**config.mk**
```make
export PLATFORM = sky130hd
export DESIGN_NAME = digit_scan_timer
export DESIGN_NICKNAME = d
export VERILOG_FILES = /design/src/rtl/dsc_pkg.sv /design/src/rtl/dsc_slot_timer.sv /design/src/rtl/dsc_cut_calc.sv /design/src/rtl/dsc_scan_fsm.sv /design/src/rtl/digit_scan_timer.sv
export SDC_FILE = /design/constraint.sdc
export NUM_CORES = 1
export LEC_CHECK = 0
export ABC_AREA = 1
export BUFFER_PORTS_ARGS = -buffer_cell sky130_fd_sc_hd__buf_4
export CORE_MARGIN = 3
export CORE_UTILIZATION = 35
export CTS_CLUSTER_DIAMETER = 200
export DETAILED_ROUTE_END_ITERATION = 7
export RECOVER_POWER = 25
export SLEW_MARGIN = 15
export SYNTH_ARGS = -nofsm -noshare
export SYNTH_HDL_FRONTEND = slang
export SYNTH_SLANG_ARGS = --single-unit
```
**constraint.sdc**
```tcl
create_clock -name clk -period 3.7 [get_ports clk]
set_input_delay 0.37 -clock clk [delete_from_list [all_inputs] [get_ports clk]]
set_output_delay 0.37 -clock clk [all_outputs]
set_load 0.02 [all_outputs]
```
**src/rtl/dsc_pkg.sv**
```systemverilog
package dsc_pkg;
    typedef enum logic [1:0] {
        ST_STOP    = 2'd0,
        ST_BLANK   = 2'd1,
        ST_DIGIT   = 2'd2,
        ST_KEYSCAN = 2'd3
    } scan_state_e;
endpackage

```
**src/rtl/dsc_slot_timer.sv**
```systemverilog
module dsc_slot_timer #(
    parameter int CW = 11
) (
    input  logic          clk,
    input  logic          rst_n,
    input  logic          run,
    input  logic [CW-1:0] last_cnt,
    output logic [CW-1:0] cnt,
    output logic          slot_end
);
    assign slot_end = run && (cnt == last_cnt);

    always_ff @(posedge clk or negedge rst_n) begin
        if (!rst_n) begin
            cnt <= '0;
        end else if (!run || slot_end) begin
            cnt <= '0;
        end else begin
            cnt <= cnt + CW'(1);
        end
    end

    // the slot count never passes the slot's last index
    p_cnt_in_slot_r1: assert property (@(posedge clk) disable iff (!rst_n)
        cnt <= last_cnt);

    // a stopped timer sits at zero
    p_cnt_cleared_r9: assert property (@(posedge clk) disable iff (!rst_n)
        !run |=> cnt == '0);
endmodule

```
**src/rtl/dsc_cut_calc.sv**
```systemverilog
module dsc_cut_calc #(
    parameter int SLOT_SHORT = 1024,
    parameter int SLOT_LONG  = 2048,
    parameter int CW         = 11
) (
    input  logic [2:0]    code,
    input  logic          long_sel,
    output logic [CW-1:0] cut
);
    localparam logic [CW:0] LEN_S = (CW+1)'(SLOT_SHORT);
    localparam logic [CW:0] LEN_L = (CW+1)'(SLOT_LONG);

    logic [CW:0] len;
    logic [CW:0] unit;
    logic [CW:0] raw;
    logic [CW:0] cap;

    generate
        if (SLOT_SHORT == SLOT_LONG) begin : g_one_len
            assign len = LEN_S;
        end else begin : g_two_len
            assign len = long_sel ? LEN_L : LEN_S;
        end
    endgenerate

    always_comb begin
        unit = len >> 4;
        raw  = (CW+1)'({1'b0, code} + 4'd1) * unit;
        cap  = (len >> 1) - (CW+1)'(1);
        cut  = (raw > cap) ? cap[CW-1:0] : raw[CW-1:0];
    end
endmodule

```
**src/rtl/dsc_scan_fsm.sv**
```systemverilog
module dsc_scan_fsm
    import dsc_pkg::*;
#(
    parameter int SLOT_SHORT = 1024,
    parameter int SLOT_LONG  = 2048,
    parameter int MAX_DIGITS = 16,
    parameter int CW         = 11,
    parameter int IW         = 4
) (
    input  logic                  clk,
    input  logic                  rst_n,
    input  logic                  en,
    input  logic [IW-1:0]         digits_field,
    input  logic                  long_sel,
    input  logic [CW-1:0]         cnt,
    input  logic                  slot_end,
    input  logic [CW-1:0]         cut_next,
    output logic                  cut_len_sel,
    output logic                  run,
    output logic [CW-1:0]         last_cnt,
    output logic [MAX_DIGITS-1:0] dig_strobe,
    output logic                  seg_en,
    output logic [IW-1:0]         dig_idx,
    output logic                  key_flag
);
    localparam logic [IW-1:0] DMAX   = IW'(MAX_DIGITS - 1);
    localparam logic [CW-1:0] LAST_S = CW'(SLOT_SHORT - 1);
    localparam logic [CW-1:0] LAST_L = CW'(SLOT_LONG - 1);

    scan_state_e    state, state_nx;
    logic [IW-1:0]  digit_r, digit_nx;
    logic [IW-1:0]  n_r;
    logic [IW-1:0]  n_in;
    logic           long_r;
    logic [CW-1:0]  cut_r;
    logic           frame_start;
    logic           slot_start;
    logic           window;
    logic [CW:0]    end_sum;

    assign run         = (state != ST_STOP);
    assign last_cnt    = long_r ? LAST_L : LAST_S;
    assign frame_start = en && ((state == ST_STOP) ||
                                (state == ST_KEYSCAN && slot_end));
    assign slot_start  = frame_start || (en && slot_end);
    assign cut_len_sel = frame_start ? long_sel : long_r;
    assign n_in        = (digits_field == '0)  ? IW'(1) :
                         (digits_field > DMAX) ? DMAX   : digits_field;

    // next-state and digit sequencing
    always_comb begin
        state_nx = state;
        digit_nx = digit_r;
        unique case (state)
            ST_STOP: begin
                state_nx = ST_BLANK;
                digit_nx = '0;
            end
            ST_BLANK: begin
                if (slot_end) begin
                    state_nx = ST_DIGIT;
                    digit_nx = '0;
                end
            end
            ST_DIGIT: begin
                if (slot_end) begin
                    if (digit_r == n_r) begin
                        state_nx = ST_KEYSCAN;
                        digit_nx = '0;
                    end else begin
                        digit_nx = digit_r + IW'(1);
                    end
                end
            end
            ST_KEYSCAN: begin
                if (slot_end) begin
                    state_nx = ST_DIGIT;
                    digit_nx = '0;
                end
            end
        endcase
        if (!en) begin
            state_nx = ST_STOP;
            digit_nx = '0;
        end
    end

    // state register and sampled settings
    always_ff @(posedge clk or negedge rst_n) begin
        if (!rst_n) begin
            state   <= ST_STOP;
            digit_r <= '0;
            n_r     <= IW'(1);
            long_r  <= 1'b0;
            cut_r   <= '0;
        end else begin
            state   <= state_nx;
            digit_r <= digit_nx;
            if (frame_start) begin
                n_r    <= n_in;
                long_r <= long_sel;
            end
            if (slot_start) begin
                cut_r <= cut_next;
            end
        end
    end

    // output decode
    always_comb begin
        end_sum    = {1'b0, cnt} + {1'b0, cut_r};
        window     = (cnt >= cut_r) && (end_sum <= {1'b0, last_cnt});
        dig_strobe = '0;
        seg_en     = 1'b0;
        dig_idx    = '0;
        key_flag   = 1'b0;
        unique case (state)
            ST_STOP, ST_BLANK: begin
            end
            ST_DIGIT: begin
                dig_idx = digit_r;
                if (window) begin
                    dig_strobe = MAX_DIGITS'(1) << digit_r;
                    seg_en     = 1'b1;
                end
            end
            ST_KEYSCAN: begin
                key_flag = 1'b1;
            end
        endcase
    end

    p_strobe_onehot_r2: assert property (@(posedge clk) disable iff (!rst_n)
        $onehot0(dig_strobe));

    p_digit_in_range_r2: assert property (@(posedge clk) disable iff (!rst_n)
        digit_r <= n_r);

    p_cut_capped_r3: assert property (@(posedge clk) disable iff (!rst_n)
        run |-> (({1'b0, cut_r} << 1) <= {1'b0, last_cnt}));

    p_seg_tracks_strobe_r4: assert property (@(posedge clk) disable iff (!rst_n)
        seg_en == (dig_strobe != '0));

    p_key_quiet_r5: assert property (@(posedge clk) disable iff (!rst_n)
        key_flag |-> (dig_strobe == '0 && !seg_en));

    p_blank_first_r6: assert property (@(posedge clk) disable iff (!rst_n)
        (state == ST_STOP && en) |=> (dig_strobe == '0 && !key_flag && dig_idx == '0));

    p_cut_held_r7: assert property (@(posedge clk) disable iff (!rst_n)
        (run && !slot_end) |=> $stable(cut_r));

    p_cfg_held_r8: assert property (@(posedge clk) disable iff (!rst_n)
        (run && !(state == ST_KEYSCAN && slot_end)) |=> ($stable(n_r) && $stable(long_r)));

    p_stop_dark_r9: assert property (@(posedge clk) disable iff (!rst_n)
        !en |=> (dig_strobe == '0 && !seg_en && !key_flag));
endmodule

```
**src/rtl/digit_scan_timer.sv**
```systemverilog
module digit_scan_timer #(
    parameter int SLOT_SHORT = 1024,
    parameter int SLOT_LONG  = 2048,
    parameter int MAX_DIGITS = 16
) (
    input  logic                          clk,
    input  logic                          rst_n,
    input  logic                          disp_en,
    input  logic [$clog2(MAX_DIGITS)-1:0] digit_count,
    input  logic                          long_cycle,
    input  logic [2:0]                    cut_code,
    output logic [MAX_DIGITS-1:0]         digit_strobe,
    output logic                          seg_enable,
    output logic [$clog2(MAX_DIGITS)-1:0] digit_index,
    output logic                          key_scan
);
    localparam int CW = $clog2(SLOT_LONG);
    localparam int IW = $clog2(MAX_DIGITS);

    logic [CW-1:0] cnt;
    logic          slot_end;
    logic          run;
    logic [CW-1:0] last_cnt;
    logic [CW-1:0] cut_next;
    logic          cut_len_sel;

    dsc_slot_timer #(.CW(CW)) u_timer (
        .clk      (clk),
        .rst_n    (rst_n),
        .run      (run),
        .last_cnt (last_cnt),
        .cnt      (cnt),
        .slot_end (slot_end)
    );

    dsc_cut_calc #(
        .SLOT_SHORT (SLOT_SHORT),
        .SLOT_LONG  (SLOT_LONG),
        .CW         (CW)
    ) u_cut (
        .code     (cut_code),
        .long_sel (cut_len_sel),
        .cut      (cut_next)
    );

    dsc_scan_fsm #(
        .SLOT_SHORT (SLOT_SHORT),
        .SLOT_LONG  (SLOT_LONG),
        .MAX_DIGITS (MAX_DIGITS),
        .CW         (CW),
        .IW         (IW)
    ) u_fsm (
        .clk          (clk),
        .rst_n        (rst_n),
        .en           (disp_en),
        .digits_field (digit_count),
        .long_sel     (long_cycle),
        .cnt          (cnt),
        .slot_end     (slot_end),
        .cut_next     (cut_next),
        .cut_len_sel  (cut_len_sel),
        .run          (run),
        .last_cnt     (last_cnt),
        .dig_strobe   (digit_strobe),
        .seg_en       (seg_enable),
        .dig_idx      (digit_index),
        .key_flag     (key_scan)
    );
endmodule

```
==> summary by stage <==
STA
The final critical-path required period is around 3700 ps. Based on the critical path, the design can be clocked at up to around 0.27 GHz. Across all hold checks on the routed design, the worst slack comes to about 370 ps. The total negative slack for setup checks is -46.5 ps. The clock tree skew after final layout is 7.41 ps. The number of endpoints with negative hold slack in the final report is 0.

The max-slew violation count is 29. The portion of the clock cycle consumed by the worst path in the final layout is 101%. The worst path setup slack after routing is -34.2 ps. The actual transition at the worst max-transition pin is approximately 1500 ps. The worst max-slew margin expressed relative to the limit is -0.465%. Setup repair after global routing could not meet its margin everywhere. Setup violations remaining at the end of the flow were counted as 4.

Placed design
Including well taps, the total number of placed cells is 511. Detailed placement ended at an HPWL of approximately 4.8 mm. The global placer's final weighted congestion is approximately 0.84.

The quantity of I/O buffers inserted on ports is 32. The post-placement setup slack is 89.6 ps.

Critical path
The data arrival at the endpoint of the critical path is roughly 3400 ps. Walking the worst path, the cells encountered are ha_4 -> fa_2 -> nand2_2 -> nand2_2 -> nand3_2 -> nand2_2 -> nand2_2 -> nand2_2 -> a21oi_2 -> xor2_1 -> ha_1 -> nand3_2 -> nor2_1 -> nand3_1 -> nor2_1 -> nand3_1 -> nor2_1 -> nand3_1 -> nand2_4 -> nand3_4 -> nor2_2 -> buf_6. The startpoint type of the worst setup path is a flop.

The critical path in this run is classified as flop to output pin. In this run the worst path has a maximum fanout of 8. The required time of the critical path is approximately 3300 ps.

The cell seen most often among critical-path stages is sky130_fd_sc_hd__nand2_2. Among all stages on the critical path, the largest delay is contributed by sky130_fd_sc_hd__dfrtp_2. The delay of the slowest critical-path stage is roughly 470 ps.

The element type at the critical path end is an output pin.

Power
The power per unit of standard cell area is roughly 500 nW/um^2. The analysis attributes to cell leakage a power of 1.71 nW. The post-layout total power is approximately 1.7 mW. Across the VDD grid, the largest voltage drop is roughly 0.3 mV.

Synth
The most frequent cell after synthesis is sky130_fd_sc_hd__nand2_1. Synthesis produced a netlist with a net count of about 430. The share of the synthesized area in the top cell type is between 20% and 30%. The post-synthesis sequential area ratio is a little over a quarter.

Synthesis inferred 28 register bits. The average cell area after synthesis is ~7 sq um. After synthesis, the most frequently instantiated cells are 76 x sky130_fd_sc_hd__nand2_1, 60 x sky130_fd_sc_hd__inv_1, 53 x sky130_fd_sc_hd__nor2_1.

Yosys printed 0 warnings. The synthesized design contains 0 enable-type register cells. In the post-synthesis netlist, the biggest area contributors are sky130_fd_sc_hd__dfrtp_1 26%, sky130_fd_sc_hd__ha_1 16%, sky130_fd_sc_hd__nand2_1 11%, sky130_fd_sc_hd__inv_1 8.5%, sky130_fd_sc_hd__nor2_1 7.5%. The share of async-settable or async-resettable flops after synthesis is between 90% and 100%. In the synthesized netlist the dominant register cell turns out to be sky130_fd_sc_hd__dfrtp_1.

Synthesis produced a netlist whose cell count is between 300 and 400. The summed instance area of the synthesized netlist is 2640 sq um. Yosys mapped the design onto 36 distinct sky130hd cell types. The biggest area contributor in the post-synthesis netlist is sky130_fd_sc_hd__dfrtp_1.

Die
The placeable core region is around 7300 sq um. The die covers between 8000 and 9000 sq um. The count of standard-cell rows is 31. The floorplan step set the die height to between 90 and 100 um. The initial utilization of the core area, before any placement, comes to 36.2%. From left edge to right edge, the die measures 92.8 um.

The number of ports placed on the die boundary is 33.

Layout
In the final layout, the multi-input gates occupy approximately 1800 sq um. The total number of nets in the final design is 477. The post-layout instance count excluding filler cells is 530.

The share of final-layout standard cells stronger than drive strength 1 is between 20% and 30%. The area added between synthesis and finish is 27.5%. The area of all sequential standard cells is ~700 sq um. The antenna diode count is 0.

After filler insertion, the fill cell instance count of the layout stands at between 700 and 800.

Drt
The first detailed-routing pass took 4 iterations. The first-iteration detailed-routing DRC count is a little under 80. The via count normalized by instance count is 4.82. The residual DRC count is 0. The total wire length is roughly 6.5 mm. Across all layers, the routed design uses roughly 2600 vias. The detailed-route wire length per cell is approximately 12 um.

After detailed routing, no signal wire sits above met4. Summed over all nets, wire length on met3 after detailed routing comes to ~180 um. The number of nets with antenna violations after detailed routing is 0. After detailed routing, the met2 layer carries 3.10 mm of wire.

The length of routed wiring on met1 is 3.06 mm.

Clock network
The clock edge transition at the registers on the reported setup and hold paths is roughly 100 ps. The maximum buffer depth of the clock tree is 2. The tree is rooted in a sky130_fd_sc_hd__clkbuf_8.

TritonCTS built the clock tree. Counting the buffers created by CTS gives 3. The number of levels in the clock H-tree is 1. For this design, the sink count on the clock tree is 28. The later pin in the worst-skew pair is clocked with a latency of between 200 and 300 ps.

Run status
The flow ran to the end, but the final reports show violations. The final reports fail on max-capacitance violations, max-slew violations, negative setup slack.

Worst hold path
The path class of the tightest hold or removal check is primary input to flop.

Global route
The initial antenna violation count came to 0. The first global-routing pass estimated between 10 and 15 mm of wire. The number of global-route vias before repair came to roughly 2400. The total routing resource utilization after global routing is between 10% and 20%. The largest net degree at the start of global routing is 29.

The global-route congestion overflow total is 0.

Flow run
Across the run, the number of max-cap violations was 1.
layout by cell type, fill, tap and decap left out, types with 2 or more instances in the layout:
cell,synthesis,routed
sky130_fd_sc_hd__a21oi_2,1,3
sky130_fd_sc_hd__nand4_1,8,8
sky130_fd_sc_hd__nor2_4,2,6
sky130_fd_sc_hd__clkbuf_8,0,3
sky130_fd_sc_hd__ha_4,0,3
sky130_fd_sc_hd__nor2_1,53,41
sky130_fd_sc_hd__nor3_1,6,6
sky130_fd_sc_hd__nand3_1,27,26
sky130_fd_sc_hd__xnor2_1,4,4
sky130_fd_sc_hd__buf_6,1,10
sky130_fd_sc_hd__nor2_2,2,10
sky130_fd_sc_hd__ha_1,33,30
sky130_fd_sc_hd__nand2_1,76,70
sky130_fd_sc_hd__nand3b_1,2,2
sky130_fd_sc_hd__nand3_2,2,3
sky130_fd_sc_hd__inv_2,3,5
sky130_fd_sc_hd__inv_1,60,57
sky130_fd_sc_hd__a221oi_1,2,2
sky130_fd_sc_hd__buf_4,0,38
sky130_fd_sc_hd__nand3_4,3,4
sky130_fd_sc_hd__o21ai_0,20,20
sky130_fd_sc_hd__a21oi_1,19,17
sky130_fd_sc_hd__xor2_1,4,4
sky130_fd_sc_hd__nand2_4,1,2
sky130_fd_sc_hd__nand2_2,10,15
sky130_fd_sc_hd__dfrtp_1,27,26
metal layers:
layer,track usage [%],up-vias
li1,-,1321
met3,1.06,12
met1,20.8,1164
met2,24.4,57
met4,5.01,0
met5,0,-
cell type report:
cell class | instances | area share [%]
repair buffers | 50 | 12.2
inverters | 64 | 7.21
well taps | 99 | 3.68
multi-input cells | 285 | 53.8
flip-flops and latches | 28 | 20.9
clock inverters | 1 | 0.893
clock buffers | 3 | 1.23
flip-flops by register name (all words and copies together) (netlist names):
signal,flops
u_timer.cnt,11
u_fsm.cut_r,6
u_fsm.digit_r,4
u_fsm.n_r,4
u_fsm.state,2
u_fsm.long_r,1
cell families after synthesis:
group,after synthesis,synth area share [%]
flops,28,26.6
other cells,1,0.142
simple gates,193,34.2
fa+ha+maj,34,16.4
buf+inv,68,10.1
compound gates,48,9.96
xor+xnor,8,2.66
critical path: cells and delay by family (launching register included):
family | cells | cell delay (ps)
and+or+nand+nor | 16 | 1460
adders and majority gates | 3 | 840
AOI/OAI and AO/OA | 1 | 130
xor gates and xnor gates | 1 | 80
buffers and inverters | 1 | 130
DFF | 1 | 470
power by group:
part | total, mW | internal [mW] | switching [mW]
clock | 0.247 | 0.145 | 0.102
combinational | 0.937 | 0.353 | 0.584
sequential | 0.467 | 0.387 | 0.0801
what timing repair did:
item,4_1_cts,5_1_grt
setup buffers,6,7
resized for setup,15,32
pin swaps,4,6
setup endpoints to repair,17,17
endpoints found under the hold margin,1,0
gates cloned,1,0
hold buffers,1,0
through the flow:
step / util (%) / cell area [sq um]
2_1_floorplan: - / 2640
3_3_place_gp: 41.2 / 3010
3_5_place_dp: 41.2 / 3010
4_1_cts: 44.1 / 3210
5_1_grt: 46.1 / 3360
6_report: 46.1 / 3360
path summary, 6_finish.rpt:
| path | from | endpoint | slack [ps] | cells after the start |
|---|---|---|---|---|
| setup / recovery | u_fsm.cut_r[5] | digit_strobe[15] | -30 | 22 |
| hold / removal | digit_count[3] | u_fsm.n_r[3] | 370 | 3 |
| setup reg to reg | u_timer.cnt[0] | u_fsm.cut_r[9] | 980 | 20 |
| hold reg to reg | u_fsm.n_r[0] | u_fsm.n_r[0] | 520 | 2 |
| max in group asynchronous | rst_n | u_fsm.cut_r[5] | 1730 | 2 |
| min in group asynchronous | rst_n | u_fsm.digit_r[0] | 980 | 2 |
(Power assumes the default switching activity.)
